$ cat src/rtl/swire_master.sv
module swire_master #(
  parameter int DIV = 50,
  parameter int RST_CYC = 8,
  parameter int REV_MAJ = 2,
  parameter int REV_MIN = 1,
  parameter int S_SLOT = 70,  parameter int S_W1L = 6,   parameter int S_W0L = 60,
  parameter int S_RDL = 6,    parameter int S_RDS = 15,  parameter int S_BRK = 480,
  parameter int S_PDS = 70,   parameter int S_BRKP = 960,
  parameter int L_SLOT = 190, parameter int L_W1L = 32,  parameter int L_W0L = 145,
  parameter int L_RDL = 32,   parameter int L_RDS = 100, parameter int L_BRK = 190,
  parameter int L_PDS = 40,   parameter int L_BRKP = 300
) (
  input  logic        clk,
  input  logic        rst_n,
  input  logic        bus_sel,
  input  logic        bus_wr,
  input  logic [2:0]  bus_word,
  input  logic [7:0]  bus_wdata,
  output logic [31:0] bus_rdata,
  input  logic        line_in,
  output logic        line_oe,
  output logic        irq
);
  localparam int TMAX = (S_BRKP > L_BRKP) ? S_BRKP : L_BRKP;
  localparam int CW = $clog2(TMAX + 1);
  localparam int PW = $clog2(DIV + 1);
  localparam int RW = $clog2(RST_CYC + 1);
  localparam logic [1:0] K_WR = 2'd0, K_RD = 2'd1, K_BRK = 2'd2;

  typedef enum logic [1:0] {IDLE = 2'd0, RUN = 2'd1, HOLD = 2'd2} st_t;

  st_t st;
  logic [7:0] tx, rx, sh;
  logic single, ie, clken, go, pres, init, dir, mode, autoidle;
  logic [2:0] flags, fset, bidx;
  logic [1:0] kind;
  logic rmode, rsingle, smp;
  logic [CW-1:0] tc, t_low, t_smp, t_per;
  logic [PW-1:0] pc;
  logic [RW-1:0] rcnt;
  logic tick, slot_end, fin, rd_isr, wr_any, wr_ctrl, wr_tx, sreset, done, start;

  always_comb begin
    if (kind == K_BRK) begin
      t_low = rmode ? CW'(S_BRK) : CW'(L_BRK);
      t_smp = rmode ? CW'(S_BRK + S_PDS) : CW'(L_BRK + L_PDS);
      t_per = rmode ? CW'(S_BRKP) : CW'(L_BRKP);
    end else if (kind == K_RD) begin
      t_low = rmode ? CW'(S_RDL) : CW'(L_RDL);
      t_smp = rmode ? CW'(S_RDS) : CW'(L_RDS);
      t_per = rmode ? CW'(S_SLOT) : CW'(L_SLOT);
    end else begin
      t_low = sh[0] ? (rmode ? CW'(S_W1L) : CW'(L_W1L)) : (rmode ? CW'(S_W0L) : CW'(L_W0L));
      t_smp = '0;
      t_per = rmode ? CW'(S_SLOT) : CW'(L_SLOT);
    end
  end

  assign done     = (rcnt == '0);
  assign wr_any   = bus_sel && bus_wr && done;
  assign wr_tx    = wr_any && bus_word == 3'd1;
  assign wr_ctrl  = wr_any && bus_word == 3'd3;
  assign sreset   = wr_any && bus_word == 3'd5 && bus_wdata[1];
  assign rd_isr   = bus_sel && !bus_wr && bus_word == 3'd4;
  assign tick     = (pc == PW'(DIV - 1));
  assign slot_end = (st == RUN) && tick && (tc == t_per - CW'(1));
  assign fin      = slot_end && (kind == K_BRK || rsingle || bidx == 3'd7);
  assign fset     = {fin && kind == K_WR, fin && kind == K_RD, fin && kind == K_BRK};
  assign start    = (st == IDLE) && go && clken;
  assign line_oe  = (st == RUN) && (tc < t_low);
  assign irq      = ie && (|flags);

  always_comb begin
    case (bus_word)
      3'd0:    bus_rdata = {24'd0, 4'(REV_MAJ), 4'(REV_MIN)};
      3'd1:    bus_rdata = {24'd0, tx};
      3'd2:    bus_rdata = {24'd0, rx};
      3'd3:    bus_rdata = {24'd0, single, ie, clken, go, pres, init, dir, mode};
      3'd4:    bus_rdata = {29'd0, flags};
      3'd5:    bus_rdata = {31'd0, autoidle};
      3'd6:    bus_rdata = {31'd0, done};
      default: bus_rdata = '0;
    endcase
  end

  always_ff @(posedge clk) begin
    if (!rst_n || sreset) begin
      st <= IDLE; tx <= '0; rx <= '0; sh <= '0; flags <= '0; bidx <= '0; kind <= K_WR;
      {single, ie, clken, go, pres, init, dir, mode, autoidle} <= '0;
      rmode <= 1'b0; rsingle <= 1'b0; smp <= 1'b0; tc <= '0; pc <= '0;
      rcnt <= RW'(RST_CYC);
    end else begin
      if (!done) rcnt <= rcnt - RW'(1);
      flags <= (rd_isr ? 3'b000 : flags) | fset;
      if (wr_tx) tx <= bus_wdata;
      if (wr_any && bus_word == 3'd5) autoidle <= bus_wdata[0];
      if (wr_ctrl) begin
        ie <= bus_wdata[6];
        clken <= bus_wdata[5];
        if (st == IDLE) begin
          single <= bus_wdata[7]; go <= bus_wdata[4]; init <= bus_wdata[2];
          dir <= bus_wdata[1]; mode <= bus_wdata[0];
        end
      end
      case (st)
        IDLE: if (start) begin
          st <= RUN; tc <= '0; pc <= '0; bidx <= '0; smp <= 1'b0;
          kind <= init ? K_BRK : (dir ? K_RD : K_WR);
          rmode <= mode; rsingle <= single; sh <= tx;
        end
        RUN: begin
          pc <= tick ? '0 : pc + PW'(1);
          if (tick) begin
            if (kind != K_WR && tc == t_smp) smp <= line_in;
            if (tc == t_per - CW'(1)) begin
              tc <= '0;
              bidx <= bidx + 3'd1;
              sh <= (kind == K_RD) ? {smp, sh[7:1]} : {1'b0, sh[7:1]};
              if (fin) begin
                if (kind == K_RD) rx <= rsingle ? {7'd0, smp} : {smp, sh[7:1]};
                if (kind == K_BRK) pres <= !smp;
                if (ie) begin go <= 1'b0; init <= 1'b0; st <= IDLE; end
                else st <= HOLD;
              end
            end else tc <= tc + CW'(1);
          end
        end
        HOLD: if (ie) begin go <= 1'b0; init <= 1'b0; st <= IDLE; end
        default: st <= IDLE;
      endcase
    end
  end
endmodule


$ cat config.mk
export PLATFORM = sky130hd
export DESIGN_NAME = swire_master
export DESIGN_NICKNAME = d
export VERILOG_FILES = /design/src/rtl/swire_master.sv
export SDC_FILE = /design/constraint.sdc
export NUM_CORES = 1
export LEC_CHECK = 0
export BUFFER_PORTS_ARGS = -buffer_cell sky130_fd_sc_hd__buf_2
export CORE_UTILIZATION = 40
export DETAILED_ROUTE_END_ITERATION = 10
export HOLD_SLACK_MARGIN = 0.05
export SLEW_MARGIN = 20
export SYNTH_ARGS = -nofsm -noshare
export SYNTH_HDL_FRONTEND = slang
export SYNTH_SLANG_ARGS = --single-unit
$ cat constraint.sdc
create_clock -name clk -period 3.45 [get_ports clk]
set_clock_uncertainty 0.15 [all_clocks]
set_input_delay 0.69 -clock clk [delete_from_list [all_inputs] [get_ports clk]]
set_output_delay 0.69 -clock clk [all_outputs]
set_load 0.02 [all_outputs]
==> results.json, run 1 <==
{
  "initial_core_util_pct": 41.8,
  "grt_pass1_wl_microns": 17800,
  "cts-htree-levels": 3,
  "cpMaxStageDelayCell": "ha_2",
  "grt_remaining_overflow": 0,
  "final_hold_viol_count": 0,
  "netlist_instances": 511,
  "synthSimpleGateAreaFrac_pct": 21.1,
  "path_cells": "inv_1, ha_2, nand2_1, ha_1, and3_1, a221o_1, a31oi_1, buf_4",
  "chipHeight_microns": 107,
  "comb_power_share_pct": 16.0,
  "syn_area_per_cell_sq_um": 8.56,
  "setup-tns-final_ns": 0,
  "slew-limit-headroom_pct": 47.2,
  "hp-class": "flop to flop",
  "fmaxAchievable_mhz": 302,
  "ys_seq_area_share_pct": 30.2,
  "path_max_fanout": 13,
  "drv_slew": 0,
  "highest_layer": "met4",
  "num_vias": 3705,
  "p_sw_share_pct": 27.9,
  "antenna_found_initial": 0,
  "drt-pass1-iter-count": 5,
  "critPathArrivalTime_ns": 2.47,
  "cts-buffers-inserted": 9,
  "io_buffers": 25,
  "finalCritPeriodShare_pct": 95.8,
  "synthAdderAreaFrac_pct": 8.00,
  "setup_violations": 0,
  "final_cell_mix": "dfxtp_1, nor2_1, nand2_1",
  "io_pins": 50,
  "synthMuxAreaShare_pct": 8.38,
  "viasPerCell": 5.61,
  "drv_cap": 0,
  "drive_gt1_share_pct": 13.9,
  "tightest_slew_ns": 0.793,
  "clkPwrFrac_pct": 40.9,
  "clockRootBuffer": "clkbuf_8",
  "grt_setup_unrepaired": "no",
  "post_cts_buffers": 0,
  "startpoint_type": "flop",
  "synth_xor_area_share_pct": 3.20,
  "synth_top_family_by_area": "simple AND/OR/NAND/NOR gates",
  "power_frac_seq_pct": 43.2,
  "area.growth.synth_to_final_pct": 8.32,
  "synth_area_sq_um": 4380,
  "critPathKind": "flop to output port",
  "path_delay_family": "adder cells",
  "grt.total_usage_pct": 20.1,
  "grt_pass1_vias": 3522,
  "dpl_cell_area_sq_um": 4470,
  "p_per_area_nw_per_um2": 394,
  "finalPower_mw": 1.87,
  "cts.clk_slew.worst_paths_ns": 0.07,
  "yosysUniqueCellTypes": 69,
  "num_antenna_cells": 0,
  "cts_max_path_buffers": 2,
  "async_reset_ff_share_pct": 0,
  "ctsHoldBuffers": 0,
  "synth_compound_area_share_pct": 19.1,
  "grt_max_degree": 53,
  "layout_commonest_cell": "dfxtp_1",
  "dieWidth_microns": 107,
  "drt_iter0_markers": 260,
  "dieArea_sq_um": 11400,
  "nets": 565,
  "max_stage_delay_ns": 0.36,
  "coreArea_sq_um": 10500,
  "yosys_warnings": 0,
  "ys_ff_latch": 66,
  "synth_edf_count": 0,
  "clk-insertion-delay-late_ns": 0.36,
  "final_util_pct": 45.3,
  "ant_nets": 0,
  "critPathBufInv": 2,
  "required_ns": 2.61,
  "detail_route.wl_per_cell_microns": 16.4,
  "timing.hold.ws_ns": 0.316,
  "wl_microns": 10800,
  "num_rows": 37,
  "gp_congestion": 0.836,
  "drt-met1-wl_microns": 5010,
  "dp_hpwl_microns": 7790,
  "route.met2.wl_microns": 5070,
  "wl_met3_microns": 560,
  "ys_dominant_reg_cell": "dfxtp_1",
  "design_area_sq_um": 4740,
  "p_int_mw": 1.35,
  "power_leakage_nw": 1.83,
  "cts.sink_count": 66,
  "critPathCaptureType": "output port",
  "p_switching_uw": 522,
  "outcome": "complete, no violations",
  "drc_errors": 0,
  "peakVddDrop_mv": 0.173,
  "period_needed_ns": 3.31,
  "cts_tree": "built"
}
## synth_stat cells, drive strengths merged, types with 3 or more instances
cell	count	share of area [%]
a211oi	4	0.69
a21o	3	0.51
a21oi	34	4.1
a22oi	4	0.69
a31oi	4	0.57
and3	4	0.57
buf	44	7.1
clkbuf	14	1.2
dfxtp	66	30
ha	28	8.0
inv	19	1.6
mux2	5	1.3
mux2i	31	7.1
nand2	34	2.9
nand2b	7	1.0
nand3	21	2.5
nand3b	3	0.51
nand4	7	1.0
nand4b	8	1.6
nor2	51	4.4
nor2b	3	0.49
nor3	13	1.6
nor4	7	1.7
o211a	6	1.4
o211ai	10	1.7
o21ai	20	2.4
or3	4	0.57
xnor2	13	2.6
xor2	3	0.60
## what timing repair did
action | 4_1_cts | 5_1_grt
hold endpoints to repair | 0 | 0
gates resized for setup | 3 | 9
setup endpoints to repair | 1 | 1
pin swaps | 0 | 0
## worst paths after layout
path / startpoint / to / slack, ns / depth (start not counted)
worst max register to register: kind[0] / pres / 0.64 / 10
worst max-delay path: kind[0] / line_oe / 0.14 / 8
worst min register to register: bidx[2] / bidx[2] / 0.32 / 2
worst min-delay path: bidx[2] / bidx[2] / 0.32 / 2
## layer usage
metal  up-vias  global-route usage, %
met1      1770                   26.2
met5         -                      0
li1       1810                      -
met3        11                   4.38
met4         0                   7.83
met2       114                   32.4
## tightest hold or removal path, stage by stage (launching register included)
cell     delay, ns
dfxtp_1       0.32
nand2_1       0.05
mux2i_1       0.05
## state kept, by name, indices dropped and copies added (netlist names), 2 cells and up
register,flops
tc,10
rcnt,4
tx,8
st,2
sh,8
flags,3
kind,2
pc,6
rx,8
bidx,3
## power by group through the flow
stage / logic [mW] / registers [mW] / clock network [mW]
after detailed placement: 0.293 / 0.825 / 0
after global placement: 0.290 / 0.823 / 0
final: 0.298 / 0.807 / 0.763
after global routing: 0.331 / 0.810 / 0.807
after CTS: 0.296 / 0.807 / 0.772
after floorplan: 0.251 / 0.819 / 0
## metrics by stage
| step | cells | worst slack (ns) |
|---|---|---|
| CTS | 660 | 0.0478 |
| global placement | 646 | 0.400 |
| finish | 660 | 0.143 |
| global route | 660 | 0.0137 |
| floorplan | 534 | 0.350 |
| detailed placement | 646 | 0.327 |
## cell type report
class | instances | area [sq um]
well taps | 136 | 170
multi-input cells | 391 | 2740
fillers | 1068 | 5720
inverters | 19 | 71.3
clock inverters | 2 | 60.1
repair buffers | 34 | 208
flip-flops and latches | 66 | 1330
clock buffers | 12 | 165
## kinds of logic (layout without fill, tap and decap cells)
family,Yosys count,in the layout
and+or+nand+nor,174,174
AOI/OAI and AO/OA,113,113
buffers and inverters,77,67
DFF,66,66
muxes,36,36
adders and majority gates,28,28
xor gates and xnor gates,16,16
other,1,24
Note: power is estimated with default switching activity, not from simulation.
==> run 2, diff against run 1 <==
- CORE_MARGIN: unset -> 4
- clock period: 3.45 -> 4.1 ns (I/O delays scaled with it)
==> run 2 against run 1 <==
Register-to-register slack better by 0.27 ns. Non-clock buffer count down 5. Die area up 12%. Sequential cell count unchanged. Via count down 0.76%. Routed wire length up 1.7%. Global-route usage down 2.6 points. Count of clock-buffer cells in the layout down 1. Sequential share of layout area up 0.48 points. First-iteration DRC count down 17%. Critical path depth up 3. Hold slack better by 0.0055 ns.
==> results.json, run 2 (synthesis results as in run 1) <==
{
  "io_buffers": 25,
  "worst-r2r-setup-slack_ns": 0.91,
  "drive_gt1_share_pct": 11.7,
  "grt_pass1_wl_microns": 18100,
  "drc_errors": 0,
  "gp_congestion": 0.862,
  "drt_iter0_markers": 217,
  "path_cells": "inv_1, ha_1, inv_1, nor2_1, a221oi_1, ha_1, a21o_1, a21oi_1, o21ai_1, a31oi_1, buf_2",
  "viasPerCell": 5.60,
  "path_max_fanout": 10,
  "p_per_area_nw_per_um2": 330,
  "post_cts_buffers": 0,
  "power_frac_seq_pct": 44.2,
  "cts-htree-levels": 3,
  "ant_nets": 0,
  "crit_cells": 11,
  "cpMaxStageDelayCell": "dfxtp_1",
  "nets": 560,
  "drt-pass1-iter-count": 5,
  "path_delay_family": "compound AO/OA/AOI/OAI gates",
  "cts-resized-gates": 0,
  "detail_route.wl_per_cell_microns": 16.7,
  "largest_register_ffs": 10,
  "required_ns": 3.13,
  "io_pins": 50,
  "chipHeight_microns": 113,
  "cts.clk_slew.worst_paths_ns": 0.07,
  "wl_microns": 11000,
  "cts_max_path_buffers": 2,
  "num_vias": 3677,
  "cts_tree": "built",
  "startpoint_type": "flop",
  "setup-tns-final_ns": 0,
  "regMostFlops": "tc",
  "outcome": "complete, no violations",
  "num_antenna_cells": 0,
  "drv_slew": 0,
  "p_switching_uw": 438,
  "num_rows": 37,
  "dp_hpwl_microns": 7980,
  "grt_max_degree": 36,
  "clkPwrFrac_pct": 40.1,
  "clockRootBuffer": "clkbuf_8",
  "fmaxAchievable_mhz": 274,
  "ctsHoldBuffers": 0,
  "clk-insertion-delay-late_ns": 0.35,
  "grt_setup_unrepaired": "no",
  "initial_core_util_pct": 41.6,
  "critPathArrivalTime_ns": 2.67,
  "hold_path_depth": 2,
  "p_int_mw": 1.10,
  "dieWidth_microns": 113,
  "critPathCaptureType": "output port",
  "grt_remaining_overflow": 0,
  "hp-class": "flop to flop",
  "layout_commonest_cell": "dfxtp_1",
  "grt_pass1_vias": 3583,
  "dieArea_sq_um": 12700,
  "coreArea_sq_um": 10500,
  "p_sw_share_pct": 28.5,
  "power_leakage_nw": 1.78,
  "critPathKind": "flop to output port",
  "max_stage_delay_ns": 0.37,
  "antenna_found_initial": 0,
  "worst_slack_ns": 0.457,
  "slew-limit-headroom_pct": 45.1,
  "critPathBufInv": 3,
  "final_hold_viol_count": 0,
  "finalCritPeriodShare_pct": 88.9,
  "area.growth.synth_to_final_pct": 6.09,
  "comb_power_share_pct": 15.7,
  "tightest_slew_ns": 0.823,
  "place_ws_ns": 0.819,
  "setup_violations": 0,
  "reg2regPathDepth": 9,
  "cts-buffers-inserted": 9,
  "peakVddDrop_mv": 0.188,
  "drv_cap": 0,
  "period_needed_ns": 3.64,
  "final_cell_mix": "dfxtp_1, nor2_1, nand2_1",
  "grt.total_usage_pct": 17.5,
  "cts.sink_count": 66
}
## run 2: per-layer routing
layer,global-route usage (%),routed length [microns]
met3,3.29,384
met5,0,0
met4,7.45,215
met1,22.1,5040
met2,29.1,5330
## run 2: cell type report
class | instances | area (sq um)
Timing Repair Buffer | 29 | 155
Tap cell | 136 | 170
Clock buffer | 11 | 141
Inverter | 19 | 71.3
Clock inverter | 5 | 77.6
Sequential cell | 66 | 1320
Multi-Input combinational cell | 391 | 2710
Fill cell | 1057 | 5870
## run 2: power by group through the flow
| stage | clock [mW] | sequential (mW) | combinational, mW |
|---|---|---|---|
| floorplan | 0 | 0.689 | 0.211 |
| global placement | 0 | 0.693 | 0.234 |
| detailed placement | 0 | 0.694 | 0.239 |
| CTS | 0.621 | 0.679 | 0.240 |
| global route | 0.643 | 0.681 | 0.264 |
| finish | 0.616 | 0.679 | 0.240 |
## run 2: worst paths after layout
path / to / startpoint
max reg2reg: bidx[1] / kind[0]
min reg2reg: bidx[2] / bidx[2]
min: bidx[2] / bidx[2]
max: line_oe / kind[1]
## run 2: tightest hold or removal path, delay by kind of cell, from the launching register on
kind	cells	cell delay, ns
flip-flops	1	0.31
multiplexers	1	0.06
AND/OR/NAND/NOR	1	0.05
## run 2: stage by stage
step                      area (sq um)  total power [mW]  util (%)  instances  hold slack [ns]
after floorplan                   4460             0.900         -        534            0.288
after global placement            4420             0.927      42.1        641            0.296
after detailed placement          4420             0.933      42.1        641            0.313
after CTS                         4640              1.54      44.2        657            0.322
after global routing              4640              1.59      44.2        657            0.347
final                             4640              1.53      44.2        657            0.322
==> run 3, diff against run 2 <==
- HOLD_SLACK_MARGIN: 0.05 -> unset
- RECOVER_POWER: unset -> 50
==> run 3 against run 2 <==
The run now ends with max-capacitance violations, max-slew violations left. Non-clock buffer count unchanged. Count of clock-buffer cells in the layout is the same. Sequential share of layout area is 0.23 points higher.
==> results.json, run 3 (synthesis results as in run 1) <==
{
  "required_ns": 4.22,
  "cts.clk_slew.worst_paths_ns": 0.08,
  "post_cts_buffers": 0,
  "cts.sink_count": 66,
  "whs_endpoint": "bidx[2]",
  "grt_pass1_wl_microns": 18100,
  "drive_gt1_share_pct": 10.9,
  "cts-resized-gates": 0,
  "chipHeight_microns": 113,
  "cts-buffers-inserted": 9,
  "power_leakage_nw": 1.77,
  "crit_cells": 9,
  "cts_tree": "built",
  "clockRootBuffer": "clkbuf_8",
  "antenna_found_initial": 0,
  "regMostFlops": "tc",
  "cts_max_path_buffers": 2,
  "cpMaxStageDelayCell": "o2111ai_1",
  "nets": 560,
  "slew-limit-headroom_pct": -37.2,
  "outcome": "finished, violations left",
  "area.growth.synth_to_final_pct": 5.23,
  "path_delay_family": "compound AO/OA/AOI/OAI gates",
  "num_antenna_cells": 0,
  "grt_setup_unrepaired": "no",
  "drt_iter0_markers": 251,
  "dieWidth_microns": 113,
  "grt_remaining_overflow": 0,
  "grt_max_degree": 36,
  "grt.total_usage_pct": 17.5,
  "p_switching_uw": 436,
  "path_max_fanout": 18,
  "initial_core_util_pct": 41.6,
  "comb_power_share_pct": 15.5,
  "r2r_end": "bidx[2]",
  "largest_register_ffs": 10,
  "ant_nets": 0,
  "drv_slew": 28,
  "hp-class": "flop to flop",
  "critPathBufInv": 2,
  "finalCritPeriodShare_pct": 91.6,
  "dieArea_sq_um": 12700,
  "p_per_area_nw_per_um2": 333,
  "dp_hpwl_microns": 7980,
  "layout_commonest_cell": "dfxtp_1",
  "ctsHoldBuffers": 0,
  "p_int_mw": 1.10,
  "period_needed_ns": 3.75,
  "drc_errors": 0,
  "viasPerCell": 5.64,
  "placed_cells": 641,
  "drt-pass1-iter-count": 4,
  "path_cells": "inv_1, ha_1, inv_1, ha_1, xor2_1, a2111oi_4, o2111ai_1, a21oi_4, mux2i_1",
  "final_hold_viol_count": 0,
  "reg2reg_from": "kind[0]",
  "max_stage_delay_ns": 0.79,
  "startpoint_type": "flop",
  "setup-tns-final_ns": 0,
  "num_rows": 37,
  "reg2regPathDepth": 9,
  "peakVddDrop_mv": 0.188,
  "power_frac_seq_pct": 44.3,
  "setup_violations": 0,
  "drv_cap": 2,
  "fin_cells": 657,
  "critPathCaptureType": "flop",
  "clkPwrFrac_pct": 40.2,
  "p_sw_share_pct": 28.4,
  "hold_path_depth": 2,
  "gp_congestion": 0.862,
  "critPathArrivalTime_ns": 3.87,
  "worst-r2r-setup-slack_ns": 0.35,
  "coreArea_sq_um": 10500,
  "cts-htree-levels": 3,
  "critPathKind": "flop to flop",
  "min-delay-start": "bidx[2]",
  "grt_pass1_vias": 3583,
  "wl_microns": 11000,
  "clk-insertion-delay-late_ns": 0.35,
  "io_pins": 50,
  "final_cell_mix": "dfxtp_1, nor2_1, nand2_1",
  "violations": "max-capacitance violations, max-slew violations",
  "fmaxAchievable_mhz": 266,
  "num_vias": 3706,
  "tightest_slew_ns": 2.04,
  "io_buffers": 25,
  "detail_route.wl_per_cell_microns": 16.8
}
==> run 3: changes by cell type in the layout (fill, tap and decap cells not counted) <==
cell	delta
nor4_4	-1
nor4_1	+1
o2111ai_1	+1
buf_4	-1
o2111ai_4	-1
buf_2	-1
clkbuf_1	+2
==> run 3: worst max path at each step <==
stage               startpoint  endpoint
floorplan                rmode   line_oe
global placement       kind[1]   line_oe
detailed placement     kind[1]   line_oe
CTS                    kind[1]   line_oe
global route           kind[1]   line_oe
finish                 kind[0]   bidx[2]
==> run 3: metrics by stage <==
stage	util [%]	worst slack, ns	cell area [sq um]	power [mW]	hold WS (ns)
after floorplan	-	0.870	4460	0.900	0.288
after global placement	42.1	0.918	4420	0.927	0.296
after detailed placement	42.1	0.819	4420	0.933	0.313
after CTS	44.2	0.434	4640	1.54	0.322
after global routing	43.8	0.192	4610	1.59	0.347
final	43.8	0.346	4610	1.53	0.327
==> run 3: layer usage <==
layer / vias to the layer above / GRT usage [%] / wire [microns] / share of wire (%)
met1: 1790 / 22.1 / 5000 / 45
li1: 1817 / - / - / -
met2: 82 / 29.1 / 5340 / 48
met4: 0 / 7.45 / 218 / 2.0
met5: - / 0 / 0 / 0
met3: 17 / 3.29 / 459 / 4.2
==> run 3: final cells by class <==
type,instances,area (sq um)
timing repair buffer,29,150
inverter,19,71.3
tap,136,170
clock buffer,11,141
multi-input combinational,391,2670
sequential,66,1320
clock inverter,5,77.6
fill,1061,5900
==> run 3: power groups by stage <==
stage	logic (mW)	registers (mW)	clock network, mW
finish	0.237	0.679	0.616
global route	0.261	0.681	0.643
CTS	0.240	0.679	0.621
detailed placement	0.239	0.694	0
global placement	0.234	0.693	0
floorplan	0.211	0.689	0
==> run 3: tightest hold or removal path, stage by stage (launching register included) <==
cell     delay [ns]
dfxtp_1        0.31
nand2_1        0.05
mux2i_1        0.06
